### src/rtl/detpkg.sv
package detpkg;
  typedef struct packed {
    logic clear;
    logic bumpZero;
    logic bumpOne;
  } ctrlStrobe_t;
endpackage

### src/rtl/sat_counter.sv
module sat_counter #(
  parameter int THRESH = 2,
  localparam int W = (THRESH < 1) ? 1 : $clog2(THRESH + 1)
) (
  input  logic         clk,
  input  logic         clear,
  input  logic         bump,
  output logic [W-1:0] cnt,
  output logic         full,
  output logic         last
);
  localparam logic [W-1:0] TOP = W'(THRESH);
  localparam logic [W-1:0] PRE = W'(THRESH - 1);

  always_ff @(posedge clk) begin
    if (clear)
      cnt <= '0;
    else if (bump && (cnt != TOP))
      cnt <= cnt + 1'b1;
  end

  assign full = (cnt == TOP);
  assign last = (cnt == PRE);

  AST_NO_OVERFLOW: assert property (@(posedge clk) disable iff (clear)
    full |=> full);
  AST_STEP_ONE: assert property (@(posedge clk) disable iff (clear)
    (bump && !full) |=> (cnt == $past(cnt) + 1'b1));
  AST_CLEAR_ZERO: assert property (@(posedge clk)
    clear |=> (cnt == '0));
endmodule

### src/rtl/detect_datapath.sv
module detect_datapath
  import detpkg::*;
#(
  parameter int THRESH = 2,
  localparam int W = (THRESH < 1) ? 1 : $clog2(THRESH + 1)
) (
  input  logic        clk,
  input  ctrlStrobe_t strobe,
  output logic [W-1:0] zeroCnt,
  output logic [W-1:0] oneCnt,
  output logic        zeroFull,
  output logic        oneFull,
  output logic        zeroLast,
  output logic        oneLast
);
  localparam int LANES = 2;

  logic [LANES-1:0]        laneBump;
  logic [LANES-1:0][W-1:0] laneCnt;
  logic [LANES-1:0]        laneFull;
  logic [LANES-1:0]        laneLast;

  assign laneBump[0] = strobe.bumpZero;
  assign laneBump[1] = strobe.bumpOne;

  for (genvar g = 0; g < LANES; g++) begin : g_lane
    sat_counter #(.THRESH(THRESH)) cnt_i (
      .clk   (clk),
      .clear (strobe.clear),
      .bump  (laneBump[g]),
      .cnt   (laneCnt[g]),
      .full  (laneFull[g]),
      .last  (laneLast[g])
    );
  end

  assign zeroCnt  = laneCnt[0];
  assign oneCnt   = laneCnt[1];
  assign zeroFull = laneFull[0];
  assign oneFull  = laneFull[1];
  assign zeroLast = laneLast[0];
  assign oneLast  = laneLast[1];

  AST_ONE_LANE_MOVES: assert property (@(posedge clk) disable iff (strobe.clear)
    !(strobe.bumpZero && strobe.bumpOne));
endmodule

### src/rtl/detect_control.sv
module detect_control
  import detpkg::*;
(
  input  logic        clk,
  input  logic        rst,
  input  logic        bitValid,
  input  logic        bitIn,
  input  logic        zeroFull,
  input  logic        oneFull,
  input  logic        zeroLast,
  input  logic        oneLast,
  output ctrlStrobe_t strobe,
  output logic        detect
);
  logic zeroReach;
  logic oneReach;

  always_comb begin
    strobe.clear    = rst;
    strobe.bumpZero = !rst && bitValid && !bitIn;
    strobe.bumpOne  = !rst && bitValid && bitIn;
  end

  assign zeroReach = zeroFull || (strobe.bumpZero && zeroLast);
  assign oneReach  = oneFull  || (strobe.bumpOne  && oneLast);

  always_ff @(posedge clk) begin
    if (rst)
      detect <= 1'b0;
    else if (zeroReach && oneReach)
      detect <= 1'b1;
  end

  AST_STICKY: assert property (@(posedge clk) disable iff (rst)
    detect |=> detect);
  AST_RESET_CLEARS: assert property (@(posedge clk)
    rst |=> !detect);
  AST_NOT_EARLY: assert property (@(posedge clk) disable iff (rst)
    detect |-> (zeroFull && oneFull));
endmodule

### src/rtl/dual_pair_detector.sv
module dual_pair_detector
  import detpkg::*;
#(
  parameter int THRESH = 2,
  localparam int W = (THRESH < 1) ? 1 : $clog2(THRESH + 1)
) (
  input  logic clk,
  input  logic rst,
  input  logic bitValid,
  input  logic bitIn,
  output logic bothSeen
);
  ctrlStrobe_t strobe;
  logic [W-1:0] zeroCnt;
  logic [W-1:0] oneCnt;
  logic zeroFull, oneFull, zeroLast, oneLast;

  detect_control ctrl_i (
    .clk      (clk),
    .rst      (rst),
    .bitValid (bitValid),
    .bitIn    (bitIn),
    .zeroFull (zeroFull),
    .oneFull  (oneFull),
    .zeroLast (zeroLast),
    .oneLast  (oneLast),
    .strobe   (strobe),
    .detect   (bothSeen)
  );

  detect_datapath #(.THRESH(THRESH)) dp_i (
    .clk      (clk),
    .strobe   (strobe),
    .zeroCnt  (zeroCnt),
    .oneCnt   (oneCnt),
    .zeroFull (zeroFull),
    .oneFull  (oneFull),
    .zeroLast (zeroLast),
    .oneLast  (oneLast)
  );

  AST_IDLE_HOLDS: assert property (@(posedge clk) disable iff (rst)
    !bitValid |=> ($stable(zeroCnt) && $stable(oneCnt) && $stable(bothSeen)));
endmodule

### config.mk
export PLATFORM = sky130hd
export DESIGN_NAME = dual_pair_detector
export DESIGN_NICKNAME = d
export VERILOG_FILES = /design/src/rtl/detpkg.sv /design/src/rtl/sat_counter.sv /design/src/rtl/detect_datapath.sv /design/src/rtl/detect_control.sv /design/src/rtl/dual_pair_detector.sv
export SDC_FILE = /design/constraint.sdc
export NUM_CORES = 1
export LEC_CHECK = 0
export ABC_CLOCK_PERIOD_IN_PS = 3800
export BUFFER_PORTS_ARGS = -buffer_cell sky130_fd_sc_hd__clkbuf_2
export CORE_AREA = 3 3 40 42
export CTS_BUF_LIST = sky130_fd_sc_hd__clkbuf_8
export CTS_CLUSTER_DIAMETER = 30
export DETAILED_ROUTE_END_ITERATION = 6
export DIE_AREA = 0 0 43 45
export GPL_TIMING_DRIVEN = 1
export PLACE_DENSITY = 0.36
export SYNTH_ARGS = -nofsm -noshare
export SYNTH_HDL_FRONTEND = slang
export SYNTH_SLANG_ARGS = --single-unit
### constraint.sdc
create_clock -name clk -period 3.8 [get_ports clk]
set_input_delay 0.57 -clock clk [delete_from_list [all_inputs] [get_ports clk]]
set_output_delay 0.57 -clock clk [all_outputs]
set_load 0.03 [all_outputs]
# Word-level counts from Yosys, hierarchy flattened
# Cells that the tools add are included.
# classes
addsub	2
n_eq_ne	6
reduce_logical	12
# ops
cell	count
logical AND 1 bit	8
adder 2 x 1 -> 2 bit (second input constant)	2
== test 2 x 1 -> 1 bit (second input constant)	2
== test 2 bit (second input constant)	2
inequality test 2 bit (second input constant)	2
logical NOT 1 bit	2
logical OR 1 bit	2
# word_totals
reg_bits	5
inputBits	4
output_inout_bits	1

# Depth between registers and ports, before layout
# Gate-level depths: netlist (run 1).
# logic_depth
depth_word	6
ltp_mapped	4
ltp_nobuf	4

# By module
# A second synthesis (run 1) with hierarchy kept.
# hier_totals
hier_cells	33
area_unflattened_um2	324.1
# by_module_without_submodules
mod	instances	cells_each	area_per_inst_um2	seq_area_each_um2
sat_counter	2	12	120.1	40.0
detect_control	1	9	83.8	20.0

# Least setup slack after synthesis (run 1)
# Ideal clock, no wire load.
# synth_path
path_type	register to register
startpoint	register dp_i.g_lane[0].cnt_i.cnt[0]
endpoint	register dp_i.g_lane[0].cnt_i.cnt[0]
arrival_time_ns	1.136
t_required_ns	3.679
setup_slack_ns	2.543
stages_incl_launch_ff	5
path_cell_list	dfxtp_1 inv_1 ha_1 nor3b_2 mux2_2
# synth_via
elab_chain_len	2
# synth_lines
element	line_no	source
start, declared	sat_counter.sv:8	output logic [W-1:0] cnt,
start signal, assigned	sat_counter.sv:19	cnt <= cnt + 1'b1;
branches (longest 2 deep; another with adder 2 x 1 -> 2 bit)	-	
# Parallel ways; which one is timed is not known.
# A chain may end at the register's enable or synchronous reset.

# Final worst setup path (run 1)
# layout_path
startpoint	register ctrl_i.detect
endpoint	output port bothSeen
# layout_rtl
element	line_no	source
start, declared	detect_control.sv:13	output logic detect
start signal, assigned	detect_control.sv:29	detect <= 1'b0;
start signal, assigned	detect_control.sv:31	detect <= 1'b1;
end, declared	dual_pair_detector.sv:11	output logic bothSeen
# No word-level cell between the ends.

==> results of run 1 <==
[routing by layer]
metal / global-route usage, % / up-vias / routed length, microns
met1: 6.24 / 103 / 218
met5: 0 / - / 0
met3: 6.37 / 0 / 68
met2: 11.1 / 8 / 232
li1: - / 118 / -
met4: 3.61 / 0 / 0
[sequential cells by signal (all words and copies together), names as in the netlist]
name / flops
dp_i.g_lane.cnt_i.cnt: 4
ctrl_i.detect: 1
[power breakdown]
part	total (uW)	switching [uW]	leakage, uW	internal, uW
Combinational	15.9	7.45	0.000103	8.42
Clock	96.4	27.1	0.0000269	69.3
Sequential	58.1	2.46	0.0000408	55.6
[kinds of logic (layout without fill, tap and decap cells)]
logic type	count (synthesis)	after routing	synth area share (%)
buffers and inverters	5	12	6.58
DFF	5	5	32.9
AOI/OAI and AO/OA	2	2	5.35
muxes	4	4	14.8
and+or+nand+nor	12	12	23.9
adders and majority gates	4	4	16.5
[metrics by stage]
| step | cells | area (sq um) | power, uW | hold WS (ns) |
|---|---|---|---|---|
| 6_report | 54 | 383 | 170 | 0.535 |
| 5_1_grt | 54 | 383 | 181 | 0.602 |
| 4_1_cts | 54 | 383 | 174 | 0.541 |
| 3_5_place_dp | 50 | 338 | 75.1 | 0.536 |
| 3_3_place_gp | 50 | 338 | 74.6 | 0.523 |
| 2_1_floorplan | 32 | 304 | 70.5 | 0.539 |
[layout by cell type (no fill, tap or decap)]
cell type and instances:
a211oi_1 1, a311oi_1 1, and3b_1 1, clkbuf_2 4
clkbuf_8 3, dfxtp_1 5, ha_1 4, inv_1 5
mux2_1 2, mux2_2 2, nand3b_1 1, nor2_1 5
nor2b_1 4, nor3b_2 1
[worst min path at each step]
stage | slack [ns] | cells past startpoint | startpoint | to
final | 0.54 | 2 | ctrl_i.detect | ctrl_i.detect
after global routing | 0.60 | 2 | ctrl_i.detect | ctrl_i.detect
after CTS | 0.54 | 2 | ctrl_i.detect | ctrl_i.detect
after detailed placement | 0.54 | 2 | ctrl_i.detect | ctrl_i.detect
after global placement | 0.52 | 2 | ctrl_i.detect | ctrl_i.detect
after floorplan | 0.54 | 2 | dp_i.g_lane[1].cnt_i.cnt[0] | dp_i.g_lane[1].cnt_i.cnt[0]
[cell type report]
type | instances | area [sq um] | share of cell area, %
Clock buffer | 3 | 41.3 | 10.8
Clock inverter | 1 | 3.75 | 0.980
Inverter | 4 | 15.0 | 3.92
Multi-Input combinational cell | 22 | 184 | 48.0
Sequential cell | 5 | 100 | 26.1
Tap cell | 15 | 18.8 | 4.90
Timing Repair Buffer | 4 | 20.0 | 5.23
==> impl_metrics.yaml, run 1 <==
worst_setup_path:
  startpoint: "ctrl_i.detect"
  slowest_delay_ns: 0.35
  rr_endpoint: "dp_i.g_lane[0].cnt_i.cnt[0]"
  critPathTopFamily: "flip-flops"
  cp.arrival_ns: 0.78
  reg2reg_depth: 4
  crit_path_max_fanout: 3
  r2r_start: "dp_i.g_lane[0].cnt_i.cnt[0]"
  path_buf_inv: 1
  crit_path_cell_trace: "clkbuf_2"
  worst-path-stages: 1
  crit_type: "reg2out"
  end_kind: "output pin"
  r2r_slack_ns: 2.45
  start_kind: "flip-flop"
  cpMaxStageDelayCell: "dfxtp_1"
  endpoint: "bothSeen"
  worstPathRequired_ns: 3.23
final_layout:
  area_growth_pct: 25.9
  fillCellCount: 138
  drive_gt1_share_pct: 25.6
  nets: 48
  fin_util_pct: 29.8
  antenna_cells: 0
route:
  vias: 229
  wl_microns: 520
  route.detailed.drc: 0
  via_per_inst: 4.24
  wl_per_cell_microns: 9.63
  drt_iter0_drc: 3
  drtAntennaViolNets: 0
  dr.pass1.iters: 2
min_path:
  hold_path_class: "reg2reg"
clock_tree:
  htree_levels: 1
  cts_resized: 0
  clk_pin_slew_ns: 0.04
  cts_buffer_depth: 2
  clock-sinks: 5
  clock_tree.root_cell: "clkbuf_8"
  numCtsBuffers: 3
  cts_hold_buf: 0
  clock_latency_ns: 0.22
  postCtsSetupBuffers: 0
  cts_tree: "yes"
grt:
  track_usage_pct: 7.07
  first_global_vias: 223
  grt_pass1_wl_microns: 917
  grt_max_degree: 10
  grt_overflow: 0
  antenna_found_initial: 0
power:
  power.density_mw_per_mm2: 445
  ir_drop_v: 0.000239
  p_leak_uw: 0.000170
sta:
  setup_violations: 0
  max_freq_ghz: 0.739
  relSlewSlack_pct: 85.9
  period_minus_slack_ns: 1.35
  rsz0062_at_grt: "false"
  clock_skew_ns: 0.00314
  tightest_slew_ns: 0.211
  maxSlewViolCount: 0
  finalWorstSetupSlack_ns: 2.45
  finalCritPeriodShare_pct: 35.6
  hold_viol: 0
  fin_setup_tns_ns: 0
logic_synthesis:
  synth_common_cells: "5 x dfxtp_1, 5 x nor2_1, 4 x ha_1, 4 x inv_1, 4 x nor2b_1"
  ys_types: 13
  synth_area_leader_cell: "dfxtp_1"
  synthCells: 32
  synth_seq_area_share_pct: 32.9
  synth_area_sq_um: 304
  syn_nets: 40
  ys_warn_count: 0
  postSynthAreaPerCell_sq_um: 9.50
  ys_ff_latch: 5
  synth-main-ff-cell: "dfxtp_1"
  synthArstFlopShare_pct: 0
  synth.area.top_cells: "dfxtp_1 33%, ha_1 16%, nor2b_1 8.2%"
  synth_top_cell_area_share_pct: 32.9
  synth_edf_count: 0
flow_run:
  cap_violations: 0
status:
  status: "finished clean"
place:
  place_congestion: 0.705
  preCtsSetupSlack_ns: 2.40
  dpl.hpwl_microns: 410
  io_buffers: 4
floorplan:
  die_x_microns: 43
  initial_core_util_pct: 23.7
  num_rows: 13
  die_area_sq_mm: 0.00194
  pin_count: 5
  core_area_sq_mm: 0.00128
  die_h_microns: 45
No activity file was read; power rests on OpenSTA's default activity.
==> inputs of run 2 (changes only) <==
--- a/config.mk
+++ b/config.mk
@@ -5,7 +5,7 @@
 export SDC_FILE = /design/constraint.sdc
 export NUM_CORES = 1
 export LEC_CHECK = 0
-export ABC_CLOCK_PERIOD_IN_PS = 3800
+export ABC_CLOCK_PERIOD_IN_PS = 1300
 export BUFFER_PORTS_ARGS = -buffer_cell sky130_fd_sc_hd__clkbuf_2
 export CORE_AREA = 3 3 40 42
 export CTS_BUF_LIST = sky130_fd_sc_hd__clkbuf_8
==> constraint.sdc (replaced) <==
create_clock -name clk -period 1.3 [get_ports clk]
set_input_delay 0.195 -clock clk [delete_from_list [all_inputs] [get_ports clk]]
set_output_delay 0.195 -clock clk [all_outputs]
set_load 0.03 [all_outputs]
==> run 2 against run 1 <==
Net effect:
- global-route usage hardly changed
- die area stayed put
- clock-buffer cell count stayed put
- cell count is 5.6% higher
- clock skew is 0.0018 ns higher
- design area is 11% higher
- combinational power grew to 4.2 times the previous value
- first-iteration DRC count is 67% lower
- core utilization is 3.3 points higher
- sequential share of layout area is 2.0 points lower
- routed wire length is 7.5% higher
- critical path type is now reg2reg
- critical endpoint is now dp_i.g_lane[1].cnt_i.cnt[0]
- largest power group unchanged
- highest routed layer unchanged
==> impl_metrics.yaml, run 2 (synthesis gave the netlist of run 1 again) <==
power:
  p_int_uw: 404
  power_frac_comb_pct: 12.9
  p_sw_share_pct: 22.1
  power.density_mw_per_mm2: 1220
  p_sw_uw: 115
  clkPwrFrac_pct: 54.8
  ir_drop_v: 0.000623
  p_seq_share_pct: 32.4
  p_leak_uw: 0.000190
place:
  dpl.hpwl_microns: 437
  io_buffers: 4
  place_congestion: 0.710
grt:
  grt_max_degree: 10
  first_global_vias: 222
  gr-usage-met3_pct: 7.57
  top_usage_layer: "met2"
  grt_overflow: 0
  grt_util_met1_pct: 6.99
  use_met2_pct: 9.28
  grt_pass1_wl_microns: 876
  antenna_found_initial: 0
  track_usage_pct: 7.08
sta:
  tightest_slew_ns: 0.222
  maxSlewViolCount: 0
  period_minus_slack_ns: 1.26
  setup_violations: 0
  relSlewSlack_pct: 85.1
  fin_setup_tns_ns: 0
  hold_viol: 0
  hold_ws_ns: 0.277
  clock_skew_ns: 0.00495
  max_freq_ghz: 0.796
  rsz0062_at_grt: "true"
  finalCritPeriodShare_pct: 96.7
route:
  via_per_inst: 4.14
  dr.pass1.iters: 2
  vias: 236
  drt_iter0_drc: 1
  wl_microns: 559
  wl_per_cell_microns: 9.81
  route.detailed.drc: 0
  drtAntennaViolNets: 0
clock_tree:
  clock_latency_ns: 0.22
  htree_levels: 1
  cts_tree: "yes"
  numCtsBuffers: 3
  cts_buffer_depth: 2
  cts_hold_buf: 0
  clock-sinks: 5
  clock_tree.root_cell: "clkbuf_8"
  postCtsSetupBuffers: 0
  clk_pin_slew_ns: 0.04
final_layout:
  regMostFlops: "dp_i.g_lane.cnt_i.cnt"
  largest_reg_flops: 4
  nets: 51
  area_growth_pct: 39.9
  drive_gt1_share_pct: 40.5
  regArea_sq_um: 103
  antenna_cells: 0
  multiInputGateArea_sq_um: 201
  reg_top3: "dp_i.g_lane.cnt_i.cnt x4, ctrl_i.detect x1"
  fillCellCount: 142
  layout_common_cells: "5 x inv_1, 5 x nor2_1, 4 x nor2b_1, 4 x clkbuf_2"
worst_setup_path:
  end_kind: "flip-flop"
  worstPathRequired_ns: 1.40
  startpoint: "dp_i.g_lane[1].cnt_i.cnt[0]"
  cp.arrival_ns: 1.36
  crit_type: "reg2reg"
  r2r_start: "dp_i.g_lane[1].cnt_i.cnt[0]"
  crit_path_max_fanout: 2
  start_kind: "flip-flop"
floorplan:
  die_h_microns: 45
  initial_core_util_pct: 23.7
  die_area_sq_mm: 0.00194
  die_x_microns: 43
  pin_count: 5
  core_area_sq_mm: 0.00128
  num_rows: 13
min_path:
  min_from: "bitValid"
  hold_path_class: "in2reg"
status:
  status: "finished clean"
flow_run:
  cap_violations: 0
==> run 2: power groups by stage <==
| stage | logic, uW | registers [uW] | clock network [uW] |
|---|---|---|---|
| after global routing | 75.3 | 169 | 312 |
| after CTS | 59.9 | 167 | 292 |
| after global placement | 57.4 | 169 | 0 |
| after floorplan | 35.7 | 170 | 0 |
| final | 66.7 | 168 | 284 |
| after detailed placement | 59.7 | 169 | 0 |
==> run 2: cell type report <==
cell class	instances	area share (%)
Multi-Input combinational cell	22	47.4
Sequential cell	5	24.1
Timing Repair Buffer	7	10.0
Clock buffer	3	9.71
Tap cell	15	4.41
Inverter	4	3.53
Clock inverter	1	0.882
==> run 2: what timing repair did <==
| action | CTS | global route |
|---|---|---|
| setup endpoints to repair | 2 | 4 |
| endpoints found under the hold margin | 0 | 0 |
| gates resized for setup | 0 | 7 |
| gates cloned | 0 | 0 |
| pin swaps | 1 | 1 |
==> run 2: stage by stage <==
| step | cells | worst slack, ns | total power, uW | cell area, sq um | util [%] |
|---|---|---|---|---|---|
| 6_report | 57 | 0.0431 | 518 | 425 | 33.1 |
| 5_1_grt | 57 | -0.00428 | 556 | 425 | 33.1 |
| 4_1_cts | 57 | 0.00288 | 519 | 405 | 31.5 |
| 3_5_place_dp | 53 | -0.0124 | 229 | 360 | 28.0 |
| 3_3_place_gp | 53 | 0.0291 | 226 | 360 | 28.0 |
| 2_1_floorplan | 32 | 0.0431 | 206 | 304 | - |
==> run 2: layer usage <==
| layer | routed length (microns) | up-vias |
|---|---|---|
| met5 | 0 | - |
| met4 | 0 | 0 |
| met3 | 49 | 0 |
| met2 | 231 | 7 |
| met1 | 278 | 105 |
| li1 | - | 124 |
==> run 2: critical path, stage by stage, from the launching register on <==
cell and delay [ns]:
dfxtp_2 0.31, inv_1 0.04, ha_1 0.20, and3b_2 0.26
mux2_1 0.32
==> run 2: worst paths after layout <==
kind / to / slack [ns] / cells after the start
worst max-delay path: dp_i.g_lane[1].cnt_i.cnt[0] / 0.04 / 4
worst min-delay path: ctrl_i.detect / 0.28 / 3
worst max register to register: dp_i.g_lane[1].cnt_i.cnt[0] / 0.04 / 4
worst min register to register: ctrl_i.detect / 0.54 / 2
